--- src/rtl/pgpc_pkg.sv ---
package pgpc_pkg;

   // Source of the next instruction address
   typedef enum logic [2:0] {
      SRC_INC = 3'd0,
      SRC_LOW = 3'd1,
      SRC_JMP = 3'd2,
      SRC_RET = 3'd3,
      SRC_VEC = 3'd4
   } pc_src_e;

endpackage

--- src/rtl/pgpc_page_latch.sv ---
module pgpc_page_latch #(
   parameter int W = 5
) (
   input  logic         clk,
   input  logic         rst_n,
   input  logic         wr,
   input  logic [W-1:0] wdata,
   output logic [W-1:0] q
);

   if (W < 1) begin : g_bad_w
      $error("pgpc_page_latch: W must be at least 1");
   end

   always_ff @(posedge clk or negedge rst_n) begin
      if (!rst_n)  q <= '0;
      else if (wr) q <= wdata;
   end


   latch_hold_chk: assert property (@(posedge clk) disable iff (!rst_n)
      !wr |=> $stable(q));


   latch_load_chk: assert property (@(posedge clk) disable iff (!rst_n)
      wr |=> q == $past(wdata));

endmodule

--- src/rtl/pgpc_src_arb.sv ---
module pgpc_src_arb
   import pgpc_pkg::*;
(
   input  logic    irq,
   input  logic    ret,
   input  logic    jmp,
   input  logic    low,
   output pc_src_e src
);

   // fixed priority, interrupt first
   always_comb begin
      if (irq)      src = SRC_VEC;
      else if (ret) src = SRC_RET;
      else if (jmp) src = SRC_JMP;
      else if (low) src = SRC_LOW;
      else          src = SRC_INC;
   end

endmodule

--- src/rtl/pgpc_next_addr.sv ---
module pgpc_next_addr
   import pgpc_pkg::*;
#(
   parameter int PC_W     = 13,
   parameter int LO_W     = 8,
   parameter int JMP_W    = 11,
   parameter int VEC_ADDR = 4
) (
   input  pc_src_e              src,
   input  logic [PC_W-1:0]      pc_cur,
   input  logic [PC_W-LO_W-1:0] page,
   input  logic [LO_W-1:0]      lo_data,
   input  logic [JMP_W-1:0]     jmp_tgt,
   input  logic [PC_W-1:0]      ret_addr,
   output logic [PC_W-1:0]      nxt
);

   localparam int LAT_W = PC_W - LO_W;
   localparam logic [PC_W-1:0] VEC_A = PC_W'(VEC_ADDR);
   localparam logic [PC_W-1:0] ONE   = PC_W'(1);

   logic [PC_W-1:0] a_inc;
   logic [PC_W-1:0] a_low;
   logic [PC_W-1:0] a_jmp;

   // Plain increment; carry out of the top bit is dropped
   assign a_inc = pc_cur + ONE;

   // Low-byte write: the whole latch forms the page, no ALU carry
   assign a_low = {page, lo_data};

   // Jump: opcode field below JMP_W, matching latch bits above it
   for (genvar i = 0; i < PC_W; i++) begin : g_jbit
      if (i < JMP_W) begin : g_op
         assign a_jmp[i] = jmp_tgt[i];
      end else begin : g_pg
         assign a_jmp[i] = page[i-LO_W];
      end
   end

   always_comb begin
      case (src)
         SRC_VEC: nxt = VEC_A;
         SRC_RET: nxt = ret_addr;
         SRC_JMP: nxt = a_jmp;
         SRC_LOW: nxt = a_low;
         default: nxt = a_inc;
      endcase
   end

   if (LAT_W < 1) begin : g_bad_lat
      $error("pgpc_next_addr: latch width must be positive");
   end

endmodule

--- src/rtl/paged_pc.sv ---
module paged_pc
   import pgpc_pkg::*;
#(
   parameter int PC_W     = 13,
   parameter int LO_W     = 8,
   parameter int JMP_W    = 11,
   parameter int VEC_ADDR = 4
) (
   input  logic                 clk,
   input  logic                 rst_n,
   input  logic                 irq_take,
   input  logic                 ret_take,
   input  logic [PC_W-1:0]      ret_addr,
   input  logic                 jmp_take,
   input  logic [JMP_W-1:0]     jmp_tgt,
   input  logic                 lo_wr,
   input  logic [LO_W-1:0]      lo_wdata,
   input  logic                 hi_wr,
   input  logic [PC_W-LO_W-1:0] hi_wdata,
   output logic [PC_W-1:0]      pc_addr,
   output logic [LO_W-1:0]      pcl_rdata
);

   localparam int LAT_W = PC_W - LO_W;
   localparam int JHI_W = PC_W - JMP_W;

   // Elaboration-time parameter checks
   if (PC_W <= LO_W) begin : g_bad_pc
      $error("paged_pc: PC_W must exceed LO_W");
   end
   if (JMP_W < LO_W || JMP_W >= PC_W) begin : g_bad_jmp
      $error("paged_pc: JMP_W must lie in [LO_W, PC_W)");
   end
   if (VEC_ADDR < 0 || VEC_ADDR >= (1 << PC_W)) begin : g_bad_vec
      $error("paged_pc: VEC_ADDR out of range");
   end

   logic [LAT_W-1:0] page_q;
   logic [PC_W-1:0]  pc_q;
   logic [PC_W-1:0]  pc_d;
   pc_src_e          src;

   pgpc_page_latch #(.W(LAT_W)) u_latch (
      .clk   (clk),
      .rst_n (rst_n),
      .wr    (hi_wr),
      .wdata (hi_wdata),
      .q     (page_q)
   );

   pgpc_src_arb u_arb (
      .irq (irq_take),
      .ret (ret_take),
      .jmp (jmp_take),
      .low (lo_wr),
      .src (src)
   );

   pgpc_next_addr #(
      .PC_W     (PC_W),
      .LO_W     (LO_W),
      .JMP_W    (JMP_W),
      .VEC_ADDR (VEC_ADDR)
   ) u_next (
      .src      (src),
      .pc_cur   (pc_q),
      .page     (page_q),
      .lo_data  (lo_wdata),
      .jmp_tgt  (jmp_tgt),
      .ret_addr (ret_addr),
      .nxt      (pc_d)
   );


   always_ff @(posedge clk or negedge rst_n) begin
      if (!rst_n) pc_q <= '0;
      else        pc_q <= pc_d;
   end

   assign pc_addr   = pc_q;
   assign pcl_rdata = pc_q[LO_W-1:0];


   inc_chk: assert property (@(posedge clk) disable iff (!rst_n)
      !(irq_take || ret_take || jmp_take || lo_wr) |=> pc_q == $past(pc_q) + PC_W'(1));


   vec_chk: assert property (@(posedge clk) disable iff (!rst_n)
      irq_take |=> pc_q == PC_W'(VEC_ADDR));


   ret_chk: assert property (@(posedge clk) disable iff (!rst_n)
      (ret_take && !irq_take) |=> pc_q == $past(ret_addr));


   jmp_chk: assert property (@(posedge clk) disable iff (!rst_n)
      (jmp_take && !ret_take && !irq_take) |=>
         (pc_q[JMP_W-1:0] == $past(jmp_tgt)) &&
         (pc_q[PC_W-1:JMP_W] == $past(page_q[LAT_W-1:LAT_W-JHI_W])));


   low_chk: assert property (@(posedge clk) disable iff (!rst_n)
      (lo_wr && !jmp_take && !ret_take && !irq_take) |=>
         (pc_q[LO_W-1:0] == $past(lo_wdata)) && (pc_q[PC_W-1:LO_W] == $past(page_q)));

endmodule

--- config.mk ---
export PLATFORM = sky130hd
export DESIGN_NAME = paged_pc
export DESIGN_NICKNAME = d
export VERILOG_FILES = /design/src/rtl/pgpc_pkg.sv /design/src/rtl/pgpc_page_latch.sv /design/src/rtl/pgpc_src_arb.sv /design/src/rtl/pgpc_next_addr.sv /design/src/rtl/paged_pc.sv
export SDC_FILE = /design/constraint.sdc
export NUM_CORES = 1
export LEC_CHECK = 0
export BUFFER_PORTS_ARGS = -buffer_cell sky130_fd_sc_hd__buf_2
export CORE_MARGIN = 2
export CORE_UTILIZATION = 49
export CTS_BUF_LIST = sky130_fd_sc_hd__clkbuf_2 sky130_fd_sc_hd__clkbuf_4 sky130_fd_sc_hd__clkbuf_8
export DETAILED_ROUTE_END_ITERATION = 10
export GPL_TIMING_DRIVEN = 0
export HOLD_SLACK_MARGIN = 0.02
export PLACE_DENSITY = 0.87
export SETUP_SLACK_MARGIN = 0.2
export SLEW_MARGIN = 20
export SYNTH_ARGS = -nofsm -noshare
export SYNTH_HDL_FRONTEND = slang
export SYNTH_SLANG_ARGS = --single-unit
--- constraint.sdc ---
create_clock -name clk -period 2.15 [get_ports clk]
set_input_delay 0.215 -clock clk [delete_from_list [all_inputs] [get_ports clk]]
set_output_delay 0.215 -clock clk [all_outputs]
set_load 0.05 [all_outputs]
==> results.md, run 1 <==
- Total GRT Usage: a little under a quarter
- Port Buffer Count: 63
- Wirelength per Cell: around 14 microns
- Detail Placement HPWL: roughly 2400 microns
- Worst setup startpoint: pc_addr[0]$_DFF_PN0_
- Slew HR: 70.3%
- Clk root buf: clkbuf_4
- Seq/Total Area, Yosys: about 38%
- Layout Utilization: 69.6%
- Via density: 5.50
- Post-CTS resize count: 0
- CP Class: flip-flop to flip-flop
- Finished Layout Cells: 215
- CTS tree: built
- Synth Warn #: 0
- Least-Margin Pin Slew: about 0.44 ns
- Vias: between 1,000 and 1,500
- Slowest cell on crit path: dfrtp_1
- Drt total wl: ~3000 microns
- Leak: approximately 0.78 nW
- Layout cells sized above 1: approximately 47%
- Fmax: around 630 MHz
- Final period util: about 74%
- Pin count of the biggest net entering global routing: 19
- H-Tree Depth: 1
- Syn_area_per_cell: 9.77 sq um
- Max Cap Violations: 0
- R2R Setup Slk: around 0.56 ns
- First-pass GRT wire length: roughly 4700 microns
- Skew final: between 0.002 and 0.0025 ns
- PwrDens: 563 nW/um^2
- Cells after Synth: 120
- Std-Cell Rows: 17
- Critical R2R Capture: pc_addr[12]$_DFF_PN0_
- Worst-Skew Late Latency: ~0.29 ns
- Clock Sinks: 18
- Post-place instance area: roughly 1500 sq um
- Min Hold Slack: 0.143 ns
- Clock transition at the registers of the reported paths: approximately 0.10 ns
- I/O pin count: 65
- Die X: about 53 microns
- Critical Path Sink: pc_addr[12]$_DFF_PN0_
- First-pass iteration count of the detailed router: 4
- Worst Hold Class: primary input to flip-flop
- Final setup viols: 0
- Hold Violations, Final: 0
- Antenna Nets Post-Route: 0
- DRC viols: 0
- Yosys top cell by area: dfrtp_1
- Post-synth cell types: 33
- Setup bufs post-CTS: 0
- Vias in the first global route: ~1,100
- Peak supply drop: 0.470 mV
- Grt total ovfl: 0
- Reg2reg path depth: 5
- Area of the mapped netlist: about 1200 sq um
- Worst setup SP type: flip-flop
- Area contributors post-synth: dfrtp_1, xnor2_1, buf_4
- Clock Tree Buf Depth: 2
- Chip height: ~53 microns
- Core area: ~2200 sq um
- Worst EP arrival: around 1.8 ns
- Initial DRC count: 26
- Setup TNS Final: 0 ns
- Synth-to-layout area growth: 32.7%
- Die Area: 2800 sq um
- Fin crit period: 1.59 ns
- CP max FO: 6
- Inst Count DP: 211
- Worst path cell trace: ha_1 > nand3_1 > nor4_2 > xnor2_1 > o22ai_1
- Design area: ~1600 sq um
- Final nets: 234
- Syn Nets: about 170
- CTS Buf Count: 3
- Status: complete, no violations
- Share of the synthesized area in the top cell type: 38.4%
- Slowest cell delay on critical path: approximately 0.46 ns
- Pins Over Slew Limit: 0
- Crit Reg-Reg Startpoint: pc_addr[0]$_DFF_PN0_
- Critical Path Sink Type: flip-flop
- Number of synthesized flops with an enable pin: 0
- # diodes: 0
- Initial Util: 52.5%
- Hold path depth: 2
- Ys async rst share: 100%
- Final Wtd Congestion: 0.785
- Required @ worst endpoint: between 2 and 2.5 ns
- Initial antenna violation count: 0
- Number of synthesized register bits: 18
- Most used DFF post-synth: dfrtp_1
- Cts hold-fix bufs: 1
- RSZ-0062 raised after global routing: false
-- layout make-up --
class	count	area (sq um)
Fill cell	177	678
Multi-Input combinational cell	86	628
Sequential cell	18	450
Timing Repair Buffer	64	325
Buffer	11	75.1
Tap cell	28	35.0
Clock buffer	3	22.5
Inverter	5	18.8
-- registers in the layout, summed over array words and instances, names as in the netlist --
name and flops:
u_latch.q 5, pc_addr 13
-- report_power, final --
part | internal (mW) | leakage, nW | switching [mW]
Sequential | 0.366 | 0.225 | 0.0286
Combinational | 0.113 | 0.540 | 0.196
Clock | 0.0652 | 0.0138 | 0.106
-- cells by family (layout without fill, tap and decap cells) --
kind of cell,after synthesis,count (layout),share of synthesized area [%]
AOI/OAI and AO/OA,35,35,20.7
and+or+nand+nor,33,33,17.9
DFF,18,18,38.4
buffers and inverters,16,83,8.00
xor gates and xnor gates,11,11,8.22
muxes,6,6,5.66
adders and majority gates,1,1,1.07
-- metal layers --
metal | GRT usage (%) | vias up | routed length, microns
met3 | 3.67 | 4 | 176
met5 | 0 | - | 0
met4 | 9.83 | 0 | 31
li1 | - | 566 | -
met1 | 27.5 | 561 | 1190
met2 | 41.7 | 52 | 1560
-- per-stage QoR --
| step | power (mW) | worst slack [ns] |
|---|---|---|
| after CTS | 0.877 | 0.548 |
| final | 0.875 | 0.560 |
| after floorplan | 0.609 | 0.377 |
| after global placement | 0.701 | 0.584 |
| after detailed placement | 0.710 | 0.580 |
| after global routing | 0.916 | 0.417 |
-- critical path: cells and delay by family (launching register included) --
family	cells	cell delay, ns
xor+xnor	1	0.16
simple gates	2	0.53
flops	1	0.46
compound gates	1	0.11
fa+ha+maj	1	0.21
-- Yosys cell counts (all sizes together), types with 2 or more instances --
| library cell | number |
|---|---|
| a21oi | 7 |
| a22o | 4 |
| buf | 11 |
| dfrtp | 18 |
| inv | 5 |
| mux2 | 5 |
| nand2 | 9 |
| nand3 | 4 |
| nand4 | 2 |
| nor2 | 5 |
| nor3 | 4 |
| nor3b | 3 |
| nor4 | 2 |
| o211a | 4 |
| o21ai | 9 |
| o22ai | 7 |
| xnor2 | 8 |
| xor2 | 3 |
-- worst min path at each step --
stage	start	to
finish	hi_wdata[0]	u_latch.q[0]$_DFFE_PN0P_
global route	hi_wdata[0]	u_latch.q[0]$_DFFE_PN0P_
CTS	hi_wdata[0]	u_latch.q[0]$_DFFE_PN0P_
detailed placement	rst_n	u_latch.q[4]$_DFFE_PN0P_
global placement	rst_n	u_latch.q[4]$_DFFE_PN0P_
floorplan	rst_n	pc_addr[0]$_DFF_PN0_
-- layout by cell type (no fill, tap or decap), types with 2 or more instances in the layout --
cell / count
a21oi_1: 6
a22o_1: 4
buf_2: 66
buf_4: 8
clkbuf_4: 3
dfrtp_1: 18
inv_1: 5
mux2_2: 5
nand2_1: 9
nand3_1: 4
nand4_1: 2
nor2_1: 5
nor3_1: 4
nor3b_1: 2
o211a_1: 4
o21ai_0: 6
o21ai_1: 3
o22ai_1: 7
xnor2_1: 8
xor2_1: 3
Note: power is estimated with default switching activity, not from simulation.
==> run 2, diff against run 1 <==
--- a/config.mk
+++ b/config.mk
@@ -5,14 +5,15 @@
 export SDC_FILE = /design/constraint.sdc
 export NUM_CORES = 1
 export LEC_CHECK = 0
+export ABC_AREA = 1
 export BUFFER_PORTS_ARGS = -buffer_cell sky130_fd_sc_hd__buf_2
 export CORE_MARGIN = 2
-export CORE_UTILIZATION = 49
+export CORE_UTILIZATION = 42
 export CTS_BUF_LIST = sky130_fd_sc_hd__clkbuf_2 sky130_fd_sc_hd__clkbuf_4 sky130_fd_sc_hd__clkbuf_8
 export DETAILED_ROUTE_END_ITERATION = 10
 export GPL_TIMING_DRIVEN = 0
 export HOLD_SLACK_MARGIN = 0.02
-export PLACE_DENSITY = 0.87
+export PLACE_DENSITY = 0.78
 export SETUP_SLACK_MARGIN = 0.2
 export SLEW_MARGIN = 20
 export SYNTH_ARGS = -nofsm -noshare
==> constraint.sdc (replaced) <==
create_clock -name clk -period 1.29 [get_ports clk]
set_input_delay 0.129 -clock clk [delete_from_list [all_inputs] [get_ports clk]]
set_output_delay 0.129 -clock clk [all_outputs]
set_load 0.05 [all_outputs]
==> results.md, run 2 <==
- PwrDens: 885 nW/um^2 (+57%)
- Hold path depth: 3 (+1)
- Reg2reg path depth: 8 (+3)
- Synth-to-layout area growth: 59.2%
- Inst Count DP: 286 (+36%)
- Drt total wl: 3820 microns (+29%)
- Fmax: 807 MHz (+28%)
- Initial antenna violation count: 0 (unchanged)
- Worst Hold Class: primary input to flip-flop
- Grt total ovfl: 0 (unchanged)
- Finished Layout Cells: 302 (+40%)
- Most frequent cells in the layout: nand2_1, buf_2, inv_1
- Crit Reg-Reg Startpoint: pc_addr[0]$_DFF_PN0_
- DRC viols: 0 (unchanged)
- Least-Margin Pin Slew: 0.410 ns (-0.0321 ns)
- Top cells by count, synth: nand2_1, inv_1, nor2_1, dfrtp_1, nand3_1
- RSZ-0062 raised after global routing: true
- Yosys top cell by area: dfrtp_1
- Fin crit period: 1.24 ns (-0.351 ns)
- Synth Warn #: 0 (unchanged)
- Wirelength per Cell: 12.6 microns (-8.0%)
- Share of the synthesized area in the top cell type: 35.3% (-3.2 points)
- First-pass GRT wire length: 6150 microns (+30%)
- Clk root buf: clkbuf_4
- Worst setup startpoint: pc_addr[0]$_DFF_PN0_
- Critical Path Sink Type: flip-flop
- Total GRT Usage: 23.2% (-0.20 points)
- Critical Path Sink: pc_addr[8]$_DFF_PN0_
- Ys async rst share: 100% (unchanged)
- I/O pin count: 65 (unchanged)
- Area of the mapped netlist: 1280 sq um (+9.0%)
- Max Cap Violations: 0 (unchanged)
- Clock Sinks: 18 (unchanged)
- Final nets: 315 (+35%)
- Slew HR: 72.7% (+2.4 points)
- Hold Violations, Final: 0 (unchanged)
- First-pass iteration count of the detailed router: 4 (unchanged)
- Via density: 4.97 (-9.7%)
- R2R Setup Slk: 0.05 ns (-0.51 ns)
- Slowest cell on crit path: dfrtp_2
- Pins Over Slew Limit: 0 (unchanged)
- Design area: 2030 sq um (+31%)
- Required @ worst endpoint: 1.50 ns (-0.82 ns)
- Area contributors post-synth: dfrtp_1, nand2_1, nand3_1
- Most common cell in the netlist: nand2_1
- Std-Cell Rows: 20 (+3)
- Pin count of the biggest net entering global routing: 19 (unchanged)
- Critical path depth in cells: 8 (+3)
- Clock transition at the registers of the reported paths: 0.11 ns (about the same)
- Fill cell count: 251 (+42%)
- Worst-Skew Late Latency: 0.31 ns (+0.02 ns)
- Core area: 2980 sq um (+33%)
- Leading cell type in the layout, fill and taps excluded: nand2_1
- Detail Placement HPWL: 2560 microns (+8.1%)
- Initial Util: 42.9% (-9.6 points)
- Delay-heaviest family, CP: simple AND/OR/NAND/NOR gates
- Post-place instance area: 1690 sq um (+11%)
- Number of synthesized flops with an enable pin: 0 (unchanged)
- CTS Buf Count: 3 (unchanged)
- Slowest cell delay on critical path: 0.45 ns (about the same)
- Worst EP arrival: 1.45 ns (-0.31 ns)
- Status: complete, no violations
- Die X: 59.2 microns (+12%)
- Syn Nets: 234 (+42%)
- Worst path cell trace: ha_4 > nand2_4 > nor2_4 > nand2_1 > nand2_1 > nand2_1 > nand2_1 > nand3_1
- Antenna Nets Post-Route: 0 (unchanged)
- Final Wtd Congestion: 0.758 (-3.4%)
- Vias: 1,500 (+27%)
- CP Class: flip-flop to flip-flop
- Initial DRC count: 58 (+120%)
- Worst setup SP type: flip-flop
- H-Tree Depth: 1 (unchanged)
- Most used DFF post-synth: dfrtp_1
- Cells after Synth: 189 (+57%)
- # diodes: 0 (unchanged)
- Number of synthesized register bits: 18 (unchanged)
- CTS tree: built
- Skew final: 0.00579 ns (+0.00334 ns)
- Peak supply drop: 0.730 mV (+56%)
- CP max FO: 6 (unchanged)
- Vias in the first global route: 1,460 (+28%)
- Chip height: 59.2 microns (+12%)
- Syn_area_per_cell: 6.76 sq um (-31%)
- Max reg flops: 13 (unchanged)
- Layout cells sized above 1: 46.5% (-0.59 points)
- Seq/Total Area, Yosys: 35.3% (-3.2 points)
- Port Buffer Count: 64 (+1.6%)
- Leak: 1.06 nW (+35%)
- Count of buffer and inverter cells on the critical path: 0 (unchanged)
- Final period util: 96.1% (+22 points)
- Post-synth cell types: 23 (-30%)
- Critical R2R Capture: pc_addr[8]$_DFF_PN0_
- Cell mode on critical path: nand2_1
- Die Area: 3500 sq um (+25%)
- Clock Tree Buf Depth: 2 (unchanged)
- Final setup viols: 0 (unchanged)
run 2: layout make-up:
type                            count  area, sq um  area share [%]
Multi-Input combinational cell    139          737            36.2
Tap cell                           33         41.3            2.03
Clock buffer                        4         36.3            1.78
Buffer                             10         97.6            4.80
Timing Repair Buffer               76          574            28.2
Inverter                           22         82.6            4.06
Sequential cell                    18          464            22.8
run 2: power by group:
part,internal (mW),switching (mW)
registers,0.621,0.0659
logic,0.323,0.416
clock network,0.173,0.202
run 2: worst min-delay path: stages:
cell	delay (ns)
buf_2	0.08
nand2_1	0.04
nand4_1	0.06
run 2: kinds of logic (layout without fill, tap and decap cells):
family,after synthesis,in the layout,share of synthesized area (%)
XOR/XNOR,2,2,1.37
AO/OA/AOI/OAI,8,8,3.82
adder cells (fa/ha/maj),1,1,0.979
multiplexers,5,5,4.41
flip-flops,18,18,35.3
buffers and inverters,32,112,12.3
AND/OR/NAND/NOR,123,123,41.8
run 2: worst min path at each step:
stage | start | end | slack (ns)
after floorplan | rst_n | pc_addr[0]$_DFF_PN0_ | -0.17
after global placement | rst_n | u_latch.q[0]$_DFFE_PN0P_ | 0.09
after detailed placement | rst_n | u_latch.q[0]$_DFFE_PN0P_ | 0.09
after CTS | ret_addr[1] | pc_addr[1]$_DFF_PN0_ | 0.02
after global routing | ret_addr[8] | pc_addr[8]$_DFF_PN0_ | 0.04
final | ret_addr[1] | pc_addr[1]$_DFF_PN0_ | 0.02
run 2: metal layers:
metal | wire length [microns] | global-route usage, % | share of wire [%]
met1 | 1540 | 27.8 | 40
met2 | 1980 | 41.0 | 52
met3 | 244 | 4.59 | 6.4
met4 | 51 | 8.12 | 1.3
met5 | 0 | 0 | 0
run 2: stage by stage:
stage / hold slack, ns / total power [mW] / TNS [ns] / utilization (%) / setup slack, ns
after floorplan: -0.167 / 1.08 / -0.170 / - / -0.0643
after global placement: 0.0855 / 1.25 / 0 / 56.8 / 0.0801
after detailed placement: 0.0893 / 1.26 / 0 / 56.8 / 0.0468
after CTS: 0.0249 / 1.73 / 0 / 64.7 / 0.0896
after global routing: 0.0358 / 1.89 / -0.148 / 68.3 / -0.0575
final: 0.0228 / 1.80 / 0 / 68.3 / 0.0507
run 2: timing repair:
item	CTS	global route
buffers inserted	6	4
hold buffers	2	0
pin swaps	5	9
resized for setup	42	21
setup endpoints to repair	30	30
cloned	0	0
endpoints found under the hold margin	19	0
==> run 3, diff against run 2 <==
--- a/config.mk
+++ b/config.mk
@@ -14,6 +14,7 @@
 export GPL_TIMING_DRIVEN = 0
 export HOLD_SLACK_MARGIN = 0.02
 export PLACE_DENSITY = 0.78
+export REMOVE_ABC_BUFFERS = 1
 export SETUP_SLACK_MARGIN = 0.2
 export SLEW_MARGIN = 20
 export SYNTH_ARGS = -nofsm -noshare
==> results.md, run 3 (synthesized netlist as in run 2, its figures left out) <==
- Status: complete, no violations
- Final setup viols: 0 (unchanged)
- M1 WL: 1460 microns (-4.8%)
- Port Buffer Count: 64 (unchanged)
- First-pass iteration count of the detailed router: 5 (+1)
- Routed wl met2: 1820 microns (-8.1%)
- Final nets: 306 (-2.9%)
- Post-place instance area: 1560 sq um (-7.5%)
- CTS tree: built
- Initial DRC count: 38 (-34%)
- Via density: 5.01 (+0.94%)
- Total GRT Usage: 20.0% (-3.2 points)
- Final period util: 98.9% (+2.9 points)
- Critical Path Sink Type: output port
- Leading cell type in the layout, fill and taps excluded: nand2_1
- Clock Tree Buf Depth: 2 (unchanged)
- Std-Cell Rows: 20 (unchanged)
- Layout cells sized above 1: 42.3% (-4.2 points)
- # diodes: 0 (unchanged)
- Fill cell count: 266 (+6.0%)
- Inst Count DP: 276 (-3.5%)
- Hold path startpoint: ret_addr[0]
- Design area: 1900 sq um (-6.6%)
- Worst setup margin: 0.0137 ns (-0.0370 ns)
- Peak supply drop: 0.668 mV (-8.6%)
- Hold EP: pc_addr[0]$_DFF_PN0_
- Initial antenna violation count: 0 (unchanged)
- Hold path depth: 3 (unchanged)
- Worst setup SP type: flip-flop
- H-Tree Depth: 1 (unchanged)
- Worst EP arrival: 1.15 ns (-0.30 ns)
- DR top layer: met4
- Clock transition at the registers of the reported paths: 0.11 ns (about the same)
- Die X: 59.2 microns (unchanged)
- Pins Over Slew Limit: 0 (unchanged)
- Slew HR: 62.8% (-9.9 points)
- Skew final: 0.00366 ns (-0.00213 ns)
- Metal3 WL: 152 microns (-38%)
- Fmax: 784 MHz (-2.9%)
- Leak: 0.992 nW (-6.0%)
- Drt total wl: 3510 microns (-8.1%)
- Vias in the first global route: 1,362 (-6.7%)
- Finished Layout Cells: 293 (-3.0%)
- Pin count of the biggest net entering global routing: 19 (unchanged)
- CTS Buf Count: 3 (unchanged)
- Detail Placement HPWL: 2380 microns (-7.1%)
- Final Wtd Congestion: 0.877 (+16%)
- R2R Setup Slk: 0.02 ns (-0.03 ns)
- PwrDens: 901 nW/um^2 (+1.8%)
- Most frequent cells in the layout: nand2_1, buf_2, inv_1
- Hold Violations, Final: 0 (unchanged)
- Initial Util: 42.9% (unchanged)
- Chip height: 59.2 microns (unchanged)
- RSZ-0062 raised after global routing: true
- DRC viols: 0 (unchanged)
- Grt total ovfl: 0 (unchanged)
- I/O pin count: 65 (unchanged)
- Clk root buf: clkbuf_4
- Core area: 2980 sq um (unchanged)
- Die Area: 3500 sq um (unchanged)
- Fin crit period: 1.28 ns (+0.0370 ns)
- Required @ worst endpoint: 1.16 ns (-0.34 ns)
- Worst Hold Class: primary input to flip-flop
- Clock Sinks: 18 (unchanged)
- Vias: 1,469 (-2.1%)
- CP max FO: 3 (-3)
- CP Class: flip-flop to output port
- Reg2reg path depth: 5 (-3)
- Least-Margin Pin Slew: 0.557 ns (+0.147 ns)
- Worst-Skew Late Latency: 0.30 ns (about the same)
- DP Worst Slack: -0.128 ns (-0.175 ns)
- Wirelength per Cell: 12.0 microns (-5.2%)
- Synth-to-layout area growth: 48.7%
- Antenna Nets Post-Route: 0 (unchanged)
- First-pass GRT wire length: 5420 microns (-12%)
- Crit Reg-Reg Startpoint: pc_addr[1]$_DFF_PN0_
- Max reg flops: 13 (unchanged)
- Critical R2R Capture: pc_addr[6]$_DFF_PN0_
- Max Cap Violations: 0 (unchanged)
-- run 3: per-stage QoR --
stage | power (mW) | hold WS [ns] | TNS, ns | util, %
global placement | 1.19 | 0.0811 | -0.257 | 52.5
global route | 1.78 | 0.0578 | -0.248 | 63.8
detailed placement | 1.20 | 0.0868 | -0.497 | 52.5
CTS | 1.63 | 0.0360 | 0 | 59.4
finish | 1.71 | 0.0338 | 0 | 63.8
floorplan | 1.02 | -0.167 | -6.28 | -
-- run 3: area by class of cell --
type | count | area (sq um) | share of cell area [%]
Multi-Input combinational cell | 139 | 724 | 38.1
Timing Repair Buffer | 77 | 557 | 29.3
Clock buffer | 4 | 36.3 | 1.91
Sequential cell | 18 | 458 | 24.1
Inverter | 22 | 82.6 | 4.35
Tap cell | 33 | 41.3 | 2.17
-- run 3: where the power goes --
group,switching (mW),leakage [nW],total (mW),internal (mW)
clock network,0.185,0.0210,0.357,0.172
registers,0.0657,0.218,0.684,0.618
logic,0.397,0.753,0.671,0.274
-- run 3: worst max-delay path by stage --
stage / from / endpoint / slack [ns] / cells after the start
floorplan: pc_addr[1]$_DFF_PN0_ / pc_addr[12]$_DFF_PN0_ / -0.73 / 8
global placement: pc_addr[0]$_DFF_PN0_ / pc_addr[12]$_DFF_PN0_ / -0.10 / 8
detailed placement: pc_addr[0]$_DFF_PN0_ / pc_addr[12]$_DFF_PN0_ / -0.13 / 8
CTS: pc_addr[1]$_DFF_PN0_ / pc_addr[12]$_DFF_PN0_ / 0.05 / 8
global route: pc_addr[1]$_DFF_PN0_ / pc_addr[6]$_DFF_PN0_ / -0.05 / 5
finish: pc_addr[1]$_DFF_PN0_ / pcl_rdata[1] / 0.01 / 3
-- run 3: repair_timing --
action	4_1_cts	5_1_grt
cloned	0	0
setup buffers	7	5
pin swaps	7	3
setup endpoints to repair	30	30
endpoints found under the hold margin	18	0
hold buffers	1	0
gates resized for setup	37	27
-- run 3: critical path: stages, from the launching register on --
cell and delay [ns]:
dfrtp_1 0.45, buf_6 0.15, buf_6 0.11, buf_8 0.14
-- run 3: layer usage --
| metal | track usage (%) | vias to the layer above |
|---|---|---|
| li1 | - | 733 |
| met1 | 23.9 | 680 |
| met2 | 36.2 | 48 |
| met3 | 3.28 | 8 |
| met4 | 6.49 | 0 |
| met5 | 0 | - |
